`src/rtl/pic_pkg.sv`:
```
package pic_pkg;

    typedef enum logic [2:0] {
        ST_UNINIT,
        ST_BASE,
        ST_CASC,
        ST_MODE,
        ST_READY
    } pic_state_e;

    localparam logic [1:0] ADDR_CMD  = 2'd0;
    localparam logic [1:0] ADDR_DATA = 2'd1;
    localparam logic [1:0] ADDR_TRIG = 2'd2;

    // bit positions inside the start word
    localparam int START_SEL_BIT = 4;
    localparam int NEED_MODE_BIT = 0;

endpackage

```
`src/rtl/pic_init_seq.sv`:
```
module pic_init_seq
    import pic_pkg::*;
#(
    parameter int N_IRQ  = 8,
    parameter int DATA_W = 8,
    localparam int IDX_W  = $clog2(N_IRQ),
    localparam int BASE_W = DATA_W - IDX_W
) (
    input  logic              clk,
    input  logic              rst_n,
    input  logic              host_wr,
    input  logic [1:0]        host_addr,
    input  logic [DATA_W-1:0] host_wdata,
    output logic              ready,
    output logic              start_hit,
    output logic [BASE_W-1:0] base_q,
    output logic [IDX_W-1:0]  casc_q,
    output logic              mode_q,
    output logic [N_IRQ-1:0]  mask_q,
    output logic [N_IRQ-1:0]  trig_q
);

    pic_state_e state_q, state_n;
    logic       need_mode_q;
    logic       data_wr;
    logic       trig_wr;

    always_comb begin
        start_hit = host_wr && (host_addr == ADDR_CMD) && host_wdata[START_SEL_BIT];
        data_wr   = host_wr && (host_addr == ADDR_DATA);
        trig_wr   = host_wr && (host_addr == ADDR_TRIG);
    end

    // next-state decision
    always_comb begin
        state_n = state_q;
        if (start_hit) begin
            state_n = ST_BASE;
        end else if (data_wr) begin
            unique case (state_q)
                ST_UNINIT: state_n = ST_UNINIT;
                ST_BASE:   state_n = ST_CASC;
                ST_CASC:   state_n = need_mode_q ? ST_MODE : ST_READY;
                ST_MODE:   state_n = ST_READY;
                ST_READY:  state_n = ST_READY;
            endcase
        end
    end

    // state register
    always_ff @(posedge clk or negedge rst_n) begin
        if (!rst_n) state_q <= ST_UNINIT;
        else        state_q <= state_n;
    end

    // configuration registers written by the sequence
    always_ff @(posedge clk or negedge rst_n) begin
        if (!rst_n) begin
            need_mode_q <= 1'b0;
            base_q      <= '0;
            casc_q      <= '1;
            mode_q      <= 1'b0;
            mask_q      <= '1;
            trig_q      <= '0;
        end else begin
            if (start_hit) begin
                need_mode_q <= host_wdata[NEED_MODE_BIT];
                casc_q      <= '1;
                mode_q      <= 1'b0;
                mask_q      <= '0;
            end else if (data_wr) begin
                unique case (state_q)
                    ST_UNINIT: ;
                    ST_BASE:   base_q <= host_wdata[DATA_W-1:IDX_W];
                    ST_CASC:   casc_q <= host_wdata[IDX_W-1:0];
                    ST_MODE:   mode_q <= host_wdata[0];
                    ST_READY:  mask_q <= host_wdata[N_IRQ-1:0];
                endcase
            end
            if (trig_wr) trig_q <= host_wdata[N_IRQ-1:0];
        end
    end

    assign ready = (state_q == ST_READY);

endmodule

```
`src/rtl/pic_req_detect.sv`:
```
module pic_req_detect #(
    parameter int N_IRQ = 8
) (
    input  logic             clk,
    input  logic             rst_n,
    input  logic [N_IRQ-1:0] irq_in,
    input  logic [N_IRQ-1:0] trig,
    input  logic [N_IRQ-1:0] clr_vec,
    input  logic             flush,
    output logic [N_IRQ-1:0] req_vec
);

    for (genvar g = 0; g < N_IRQ; g++) begin : g_line
        logic prev_q;
        logic latch_q;
        logic rise;

        assign rise = irq_in[g] & ~prev_q;

        always_ff @(posedge clk or negedge rst_n) begin
            if (!rst_n) begin
                prev_q  <= 1'b0;
                latch_q <= 1'b0;
            end else begin
                prev_q <= irq_in[g];
                if (flush || trig[g]) latch_q <= 1'b0;
                else                  latch_q <= (latch_q & ~clr_vec[g]) | rise;
            end
        end

        assign req_vec[g] = trig[g] ? irq_in[g] : latch_q;
    end

endmodule

```
`src/rtl/pic_prio_resolve.sv`:
```
module pic_prio_resolve #(
    parameter int N_IRQ  = 8,
    parameter int DATA_W = 8,
    localparam int IDX_W  = $clog2(N_IRQ),
    localparam int BASE_W = DATA_W - IDX_W
) (
    input  logic [N_IRQ-1:0]  req_vec,
    input  logic [N_IRQ-1:0]  mask,
    input  logic              enable,
    input  logic              ack,
    input  logic [BASE_W-1:0] base,
    output logic              int_req,
    output logic [DATA_W-1:0] vector,
    output logic [N_IRQ-1:0]  clr_vec
);

    logic [N_IRQ-1:0] active;
    logic [IDX_W-1:0] win;

    always_comb begin
        active = req_vec & ~mask & {N_IRQ{enable}};
        win    = '1;
        for (int i = N_IRQ - 1; i >= 0; i--) begin
            if (active[i]) win = IDX_W'(i);
        end
        int_req = |active;
        vector  = {base, win};
        clr_vec = '0;
        if (ack && int_req) clr_vec[win] = 1'b1;
    end

endmodule

```
`src/rtl/pic_ctrl.sv`:
```
module pic_ctrl
    import pic_pkg::*;
#(
    parameter int N_IRQ  = 8,
    parameter int DATA_W = 8,
    localparam int IDX_W  = $clog2(N_IRQ),
    localparam int BASE_W = DATA_W - IDX_W
) (
    input  logic              clk,
    input  logic              rst_n,
    input  logic              host_wr,
    input  logic [1:0]        host_addr,
    input  logic [DATA_W-1:0] host_wdata,
    output logic [DATA_W-1:0] host_rdata,
    input  logic [N_IRQ-1:0]  irq_in,
    input  logic              int_ack,
    output logic              int_req,
    output logic [DATA_W-1:0] int_vector,
    output logic              ready,
    output logic [IDX_W-1:0]  cascade_id,
    output logic              cpu_mode
);

    logic              start_hit;
    logic [BASE_W-1:0] base_q;
    logic [N_IRQ-1:0]  mask_q;
    logic [N_IRQ-1:0]  trig_q;
    logic [N_IRQ-1:0]  req_vec;
    logic [N_IRQ-1:0]  clr_vec;

    pic_init_seq #(.N_IRQ(N_IRQ), .DATA_W(DATA_W)) u_seq (
        .clk        (clk),
        .rst_n      (rst_n),
        .host_wr    (host_wr),
        .host_addr  (host_addr),
        .host_wdata (host_wdata),
        .ready      (ready),
        .start_hit  (start_hit),
        .base_q     (base_q),
        .casc_q     (cascade_id),
        .mode_q     (cpu_mode),
        .mask_q     (mask_q),
        .trig_q     (trig_q)
    );

    pic_req_detect #(.N_IRQ(N_IRQ)) u_det (
        .clk     (clk),
        .rst_n   (rst_n),
        .irq_in  (irq_in),
        .trig    (trig_q),
        .clr_vec (clr_vec),
        .flush   (start_hit),
        .req_vec (req_vec)
    );

    pic_prio_resolve #(.N_IRQ(N_IRQ), .DATA_W(DATA_W)) u_prio (
        .req_vec (req_vec),
        .mask    (mask_q),
        .enable  (ready),
        .ack     (int_ack),
        .base    (base_q),
        .int_req (int_req),
        .vector  (int_vector),
        .clr_vec (clr_vec)
    );

    always_comb begin
        host_rdata = '0;
        unique case (host_addr)
            ADDR_DATA: host_rdata[N_IRQ-1:0] = mask_q;
            ADDR_TRIG: host_rdata[N_IRQ-1:0] = trig_q;
            default:   host_rdata = '0;
        endcase
    end

endmodule

```
`config.mk`:
```
export PLATFORM = sky130hd
export DESIGN_NAME = pic_ctrl
export DESIGN_NICKNAME = d
export VERILOG_FILES = /design/src/rtl/pic_pkg.sv /design/src/rtl/pic_init_seq.sv /design/src/rtl/pic_req_detect.sv /design/src/rtl/pic_prio_resolve.sv /design/src/rtl/pic_ctrl.sv
export SDC_FILE = /design/constraint.sdc
export NUM_CORES = 1
export LEC_CHECK = 0
export ABC_CLOCK_PERIOD_IN_PS = 2600
export BUFFER_PORTS_ARGS = -buffer_cell sky130_fd_sc_hd__buf_2
export CELL_PAD_IN_SITES_DETAIL_PLACEMENT = 1
export CELL_PAD_IN_SITES_GLOBAL_PLACEMENT = 1
export CORE_ASPECT_RATIO = 0.75
export CORE_MARGIN = 4
export CORE_UTILIZATION = 44
export CTS_CLUSTER_SIZE = 30
export DETAILED_ROUTE_END_ITERATION = 10
export MAX_ROUTING_LAYER = met4
export PLACE_DENSITY_LB_ADDON = 0.05
export SYNTH_ARGS = -nofsm -noshare
export SYNTH_HDL_FRONTEND = slang
export SYNTH_HIERARCHICAL = 1
export SYNTH_SLANG_ARGS = --single-unit
```
`constraint.sdc`:
```
create_clock -name clk -period 2.6 [get_ports clk]
set_clock_uncertainty 0.1 [all_clocks]
set_input_delay 0.26 -clock clk [delete_from_list [all_inputs] [get_ports clk]]
set_output_delay 0.26 -clock clk [all_outputs]
set_load 0.05 [all_outputs]
```
# [Yosys cells after proc, flatten, opt, wreduce, memory -nomap -nowiden]
# Index checks and enable logic that the tools add are counted.
[classes] addsub=0 mul=0 div=0 n_lt_le_gt_ge=2 n_eq_ne=6 shifts=0 muxes=40 bitwise=44 n_reduce_logical=26
[ops] cell="3-bit 2-to-1 mux" count=12
[ops] cell="8-bit 2-to-1 mux" count=4
[ops] cell="1-bit 2-to-1 mux" count=21
[ops] cell="1-bit NOT" count=17
[ops] cell="1-bit bitwise AND" count=16
[ops] cell="8-bit bitwise AND" count=2
[ops] cell="8-bit one-hot mux with 2 select lines" count=1
[ops] cell="3-bit one-hot mux with 4 select lines" count=1
[ops] cell="1-bit logical OR" count=8
[ops] cell="8-bit NOT" count=1
[ops] cell="1-bit OR" count=8
[ops] cell="2-bit nonzero test" count=4
[ops] cell="8-bit OR reduction" count=1
[ops] cell="3-bit by 2-bit equality test with 1-bit output (second input constant)" count=2
[ops] cell="1-bit logical AND" count=6
[ops] cell="2-bit AND reduction" count=3
[ops] cell="3-bit by 4-bit less-than comparator with 1-bit output (second input constant)" count=1
[ops] cell="1-bit demux with 3-bit select" count=1
[ops] cell="3-bit by 1-bit equality test with 1-bit output (second input constant)" count=1
[ops] cell="3-bit equality test (second input constant)" count=1
[ops] cell="3-bit by 1-bit >= comparator with 1-bit output (second input constant)" count=1
[ops] cell="3-bit logical NOT" count=1
[ops] cell="3-bit AND reduction" count=1
[ops] cell="2-bit by 1-bit equality test with 1-bit output (second input constant)" count=1
[ops] cell="other kinds (3)" count=3
[word_totals] regBits=45 latch_bits=0 ramBits=0 mem_bits_ro=0 inputBits=22 out_inout_bits=22 word_cells=141 mem_count=0

# [Longest topological paths before layout]
[logic_depth] word_depth=19 ltp_mapped=9 mapped_depth_nobuf=7

# [Hierarchy]
# The synthesis kept the hierarchy.
[modules_own_cells] module="pic_init_seq" n_inst=1 cells_each=106 area_each_um2=1260.0 seq_area_each_um2=739.5
[modules_own_cells] module="pic_req_detect" n_inst=1 cells_each=49 area_each_um2=701.9 seq_area_each_um2=400.4
[modules_own_cells] module="pic_prio_resolve" n_inst=1 cells_each=43 area_each_um2=312.8 seq_area_each_um2=0.0
[modules_own_cells] module="pic_ctrl" n_inst=1 cells_each=23 area_each_um2=188.9 seq_area_each_um2=0.0

# [Worst setup path after synthesis]
# OpenSTA, ideal clock, no wires.
[synth_path] kind="register -> register" startpoint="reg u_seq.state_q[0]" endpoint="reg u_det.g_line[5].latch_q" setup_time_ns=0.087 arrival_time_ns=2.509 t_required_ns=2.413 path_slack_ns=-0.096 stages_incl_launch_ff=9 path_buffers=2 period_less_slack_ns=2.696 cell_sequence="dfrtp_1 nor3b_1 clkbuf_1 buf_2 and3_2 a22oi_4 nor2b_1 nand2b_1 a211oi_2"
[synth_between] elab_chain_len=18 elab_cells_between_ends=21 cone_classes="order compare: 2; eq/ne: 1; mux: 11; bitwise: 4; reduce/logical: 3"
[synth_rtl] element="from (decl)" line="pic_init_seq.sv:23" rtl="pic_state_e state_q, state_n;"
[synth_rtl] element="from (signal assigned)" line="pic_init_seq.sv:53" rtl="else state_q <= state_n;"
[synth_rtl] element="3-bit equality test (*)" line="pic_init_seq.sv:84" rtl="assign ready = (state_q == ST_READY);"
[synth_rtl] element="net ready" line="pic_ctrl.sv:19" rtl="output logic ready,"
[synth_rtl] element="8-bit bitwise AND (*)" line="pic_prio_resolve.sv:21" rtl="active = req_vec & ~mask & {N_IRQ{enable}};"
[synth_rtl] element="1-bit 2-to-1 mux" line="pic_prio_resolve.sv:24" rtl="if (active[i]) win = IDX_W'(i);"
[synth_rtl] element="3-bit 2-to-1 mux (5 in a row)" line="pic_prio_resolve.sv:24"
[synth_rtl] element="3-bit 2-to-1 mux (*)" line="pic_prio_resolve.sv:24"
[synth_rtl] element="net int_vector[0]" line="pic_ctrl.sv:18" rtl="output logic [DATA_W-1:0] int_vector,"
[synth_rtl] element="3-bit by 4-bit less-than comparator with 1-bit output (not written as such) / 3-bit by 1-bit >= comparator with 1-bit output (equally long branches)" line="pic_prio_resolve.sv:29" rtl="if (ack && int_req) clr_vec[win] = 1'b1;"
[synth_rtl] element="1-bit logical AND (not written as such)" line="pic_prio_resolve.sv:29"
[synth_rtl] element="1-bit 2-to-1 mux (not written as such)" line="pic_prio_resolve.sv:29"
[synth_rtl] element="1-bit demux with 3-bit select (*)"
[synth_rtl] element="8-bit 2-to-1 mux (*)" line="pic_prio_resolve.sv:29"
[synth_rtl] element="net clr_vec[5]" line="pic_ctrl.sv:29" rtl="logic [N_IRQ-1:0] clr_vec;"
[synth_rtl] element="1-bit NOT (*)" line="pic_req_detect.sv:27" rtl="else latch_q <= (latch_q & ~clr_vec[g]) | rise;"
[synth_rtl] element="1-bit bitwise AND (*)" line="pic_req_detect.sv:27"
[synth_rtl] element="1-bit OR (*)" line="pic_req_detect.sv:27"
[synth_rtl] element="1-bit 2-to-1 mux (*)" line="pic_req_detect.sv:26" rtl="if (flush || trig[g]) latch_q <= 1'b0;"
[synth_rtl] element="to (signal assigned)" line="pic_req_detect.sv:27"
[synth_rtl] element="to (decl)" line="pic_req_detect.sv:15" rtl="logic latch_q;"
# Mark *: on every way through the listed nets, which the timed path passes. The rest lies on a longest branch.
# A chain may end at the register's enable or synchronous reset.

# [Final worst setup path]
[layout_path] startpoint="in irq_in[2]" endpoint="out int_vector[0]"
[layout_between] elab_chain_len=6
[layout_rtl] element="from (decl)" line="pic_ctrl.sv:15" rtl="input logic [N_IRQ-1:0] irq_in,"
[layout_rtl] element="1-bit 2-to-1 mux" line="pic_req_detect.sv:31" rtl="assign req_vec[g] = trig[g] ? irq_in[g] : latch_q;"
[layout_rtl] element="net req_vec[2]" line="pic_ctrl.sv:28" rtl="logic [N_IRQ-1:0] req_vec;"
[layout_rtl] element="8-bit bitwise AND (2 in a row)" line="pic_prio_resolve.sv:21"
[layout_rtl] element="3-bit 2-to-1 mux (3 in a row)" line="pic_prio_resolve.sv:24"
[layout_rtl] element="to (decl)" line="pic_ctrl.sv:18"
# The timed path passes the listed nets, and every way through them passes these cells.

==> flow_metrics.env <==
export IMPL_clock_tree_buffer_depth=2
export IMPL_rr_worst_depth=7
export IMPL_dpl_cell_count=330
export IMPL_synth_edff_count=0
export IMPL_switchingPower_uw=934.7
export IMPL_die_w_um=94.41
export IMPL_crit_slowest_cell="dlygate4sd3_1"
export IMPL_via_count=1797
export IMPL_postCtsSetupBuffers=0
export IMPL_p_total_uw=2504
export IMPL_wl_mm=5.894
export IMPL_worst_pin_slew_ns=0.4989
export IMPL_synth_main_ff_cell="dfrtp_1"
export IMPL_required_ns=2.24
export IMPL_syn_area_mm2=0.002464
export IMPL_fin_crit_ns=2.483
export IMPL_drt_iter0_drc=71
export IMPL_area_delta_synth_final_pct=19.65
export IMPL_leakage_uw=0.001311
export IMPL_finalCritPeriodShare_pct=95.48
export IMPL_setup_viol=0
export IMPL_coreArea_mm2=0.005381
export IMPL_slew_headroom_pct=66.64
export IMPL_rrSetupSlack_ns=0.51
export IMPL_nets=295
export IMPL_initial_core_util_pct=45.78
export IMPL_grt_usage_pct=19.27
export IMPL_max_cap_violations=0
export IMPL_hold_violations=0
export IMPL_worst_setup_path_type="input port to primary output"
export IMPL_drive_gt1_share_pct=41.54
export IMPL_grt_pass1_wl_mm=9.901
export IMPL_cp_max_fo=7
export IMPL_async_flop_share_pct=100.0
export IMPL_hold_start="host_wdata[0]"
export IMPL_rows=23
export IMPL_crit_chain="dlygate4sd3_1 -> buf_2 -> mux2_2 -> nor2b_2 -> a21o_1 -> a22oi_4 -> clkbuf_4"
export IMPL_grt_pass1_vias=1899
export IMPL_p_int_uw=1569
export IMPL_num_antenna_cells=0
export IMPL_clock_sinks=45
export IMPL_start_kind="input port"
export IMPL_htree_levels=2
export IMPL_synth_area_per_cell_um2=11.15
export IMPL_boundaryPins=44
export IMPL_die_y_um=72.80
export IMPL_rsz0062_at_grt="false"
export IMPL_whs_endpoint="u_seq/mask_q[0]"
export IMPL_worst_hold_path_type="input port to flop"
export IMPL_max_freq_mhz=402.8
export IMPL_ys_seq_area_share_pct=46.27
export IMPL_grt_ovfl_total=0
export IMPL_p_comb_share_pct=34.7
export IMPL_die_area_mm2=0.006873
export IMPL_grt_max_degree=21
export IMPL_drt_drc_violations_left=0
export IMPL_swShare_pct=37.34
export IMPL_tritoncts_num_buffers=5
export IMPL_routedWlPerCell_um=16.99
export IMPL_path_clk_slew_ns=0.09
export IMPL_clock_latency_ns=0.30
export IMPL_syn_inst=221
export IMPL_ys_seq_elements=45
export IMPL_synth_cell_types=45
export IMPL_yosys_warnings=6
export IMPL_cts_tree="done"
export IMPL_portBuffers=43
export IMPL_status="finished, final reports clean"
export IMPL_cts_root_buf="clkbuf_8"
export IMPL_drtAntennaViolNets=0
export IMPL_via_per_inst=5.179
export IMPL_seqPwrFrac_pct=39.8
export IMPL_ir_drop_mv=0.3302
export IMPL_dp_hpwl_mm=4.478
export IMPL_setup_tns_ns=0
export IMPL_power_density_mw_per_mm2=849.3
export IMPL_final_max_slew_viol_count=0
export IMPL_endpoint_kind="primary output"
export IMPL_reg2reg_to="u_det/g_line[4].latch_q"
export IMPL_reg2reg_from="u_seq/trig_q[0]"
export IMPL_min_path_cells=3
export IMPL_grt_antenna_before_repair=0
export IMPL_instances_no_fill=347
export IMPL_crit_arrival_ns=2.12
export IMPL_clockPowerShare_pct=25.4
export IMPL_drt_first_pass_iters=4
export IMPL_syn_nets=245
export IMPL_max_stage_delay_ns=0.53
export IMPL_globalplace_congestion=0.8216
==> final cells by class <==
class | instances | area, µm²
fillers | 615 | 2434
multi-input cells | 154 | 1201
flip-flops and latches | 45 | 1140
repair buffers | 58 | 352.8
well taps | 75 | 93.84
clock buffers | 5 | 68.82
clock inverters | 3 | 65.06
inverters | 7 | 26.28
==> Yosys cell counts, types with 4 or more instances <==
| cell | instances | area (µm²) |
|---|---|---|
| dfrtp_1 | 34 | 850.8 |
| a211oi_2 | 8 | 100.1 |
| nor3_1 | 5 | 25.02 |
| a22oi_2 | 8 | 100.1 |
| mux2_4 | 5 | 75.07 |
| buf_4 | 5 | 37.54 |
| nand2_1 | 14 | 52.55 |
| dfstp_2 | 11 | 289.0 |
| nor2_1 | 14 | 52.55 |
| nand2b_1 | 22 | 137.6 |
| inv_1 | 7 | 26.28 |
| o21ai_0 | 14 | 70.07 |
| mux2_2 | 15 | 168.9 |
| nor2b_1 | 4 | 25.02 |
| nand3_1 | 8 | 40.04 |
==> critical path, delay by kind of cell <==
family	cells	cell delay [ns]
AND/OR/NAND/NOR	1	0.19
buffers and inverters	3	0.95
AO/OA/AOI/OAI	2	0.47
multiplexers	1	0.25
==> how the worst max path moves through the flow <==
stage	cells past startpoint	to	start	slack, ns
after floorplan	4	int_req	u_seq/trig_q[0]	0.06
after global routing	7	int_vector[0]	irq_in[2]	0.02
after detailed placement	5	int_vector[0]	u_seq/trig_q[2]	0.52
after global placement	5	int_vector[0]	u_seq/trig_q[2]	0.54
after CTS	7	int_vector[0]	irq_in[2]	0.08
final	7	int_vector[0]	irq_in[2]	0.12
==> power groups by stage <==
stage	registers [µW]	clock network [µW]	logic, µW
2_1_floorplan	1030	0	681
3_3_place_gp	1010	0	854
3_5_place_dp	1010	0	861
4_1_cts	999	647	875
5_1_grt	1020	681	935
6_report	997	637	869
==> registers in the layout (all words and copies together), names as in the netlist <==
signal and flops:
u_seq/state_q 3, u_seq/base_q 5, u_seq/mask_q 8, u_seq/casc_q 3, u_seq/mode_q 1, u_seq/trig_q 8, u_det/g_line.latch_q 8, u_seq/need_mode_q 1
u_det/g_line.prev_q 8
==> layer usage <==
metal | wire (µm) | share of wire [%] | global-route usage [%]
met2 | 2576 | 44 | 27.67
met1 | 3090 | 52 | 28.37
met5 | 0 | 0 | -
met4 | 48 | 0.81 | 3.846
met3 | 179 | 3.0 | 3.814
==> logic make-up (layout without fill, tap and decap cells) <==
| logic type | count (synthesis) | after routing | synth area share (%) |
|---|---|---|---|
| fa+ha+maj | 2 | 2 | 1.016 |
| compound gates | 45 | 45 | 16.56 |
| simple gates | 86 | 86 | 20.67 |
| flops | 45 | 45 | 46.27 |
| buf+inv | 22 | 73 | 5.180 |
| mux | 21 | 21 | 10.31 |
==> stage by stage <==
| step | cell area [µm²] | utilization, % | hold slack (ns) | worst slack [ns] |
|---|---|---|---|---|
| floorplan | 2465 | - | -0.1356 | 0.05979 |
| global placement | 2721 | 50.57 | 0.1335 | 0.5383 |
| detailed placement | 2721 | 50.57 | 0.1407 | 0.5192 |
| global route | 2948 | 54.78 | 0.1007 | 0.02344 |
| finish | 2948 | 54.78 | 0.1098 | 0.1174 |
| CTS | 2945 | 54.73 | 0.1046 | 0.07891 |
==> cell usage in the layout, fill, tap and decap left out, types with 2 or more instances in the layout <==
cell type and n:
o21ai_0 14, a22oi_2 8, mux2_2 15, clkbuf_8 5, dfrtp_1 34, nor2b_1 4, mux2_4 5, nand4bb_1 3
buf_2 42, nor3_1 5, nor2_1 14, dlygate4sd3_1 9, nand2_1 14, buf_4 6, o21ai_1 2, dfstp_2 11
a31oi_1 2, bufinv_16 2, nand4_1 2, a221o_1 2, nor2b_4 2, inv_1 7, a21oi_1 3, a211oi_2 8
nand2b_1 22, nand3_1 8, ha_1 2
==> repair_timing <==
| item | 4_1_cts | 5_1_grt |
|---|---|---|
| endpoints found under the setup margin | 0 | 1 |
| resized for setup | 0 | 1 |
| endpoints found under the hold margin | 23 | 0 |
| hold buffers | 9 | 0 |
No activity file was read; power rests on OpenSTA's default activity.
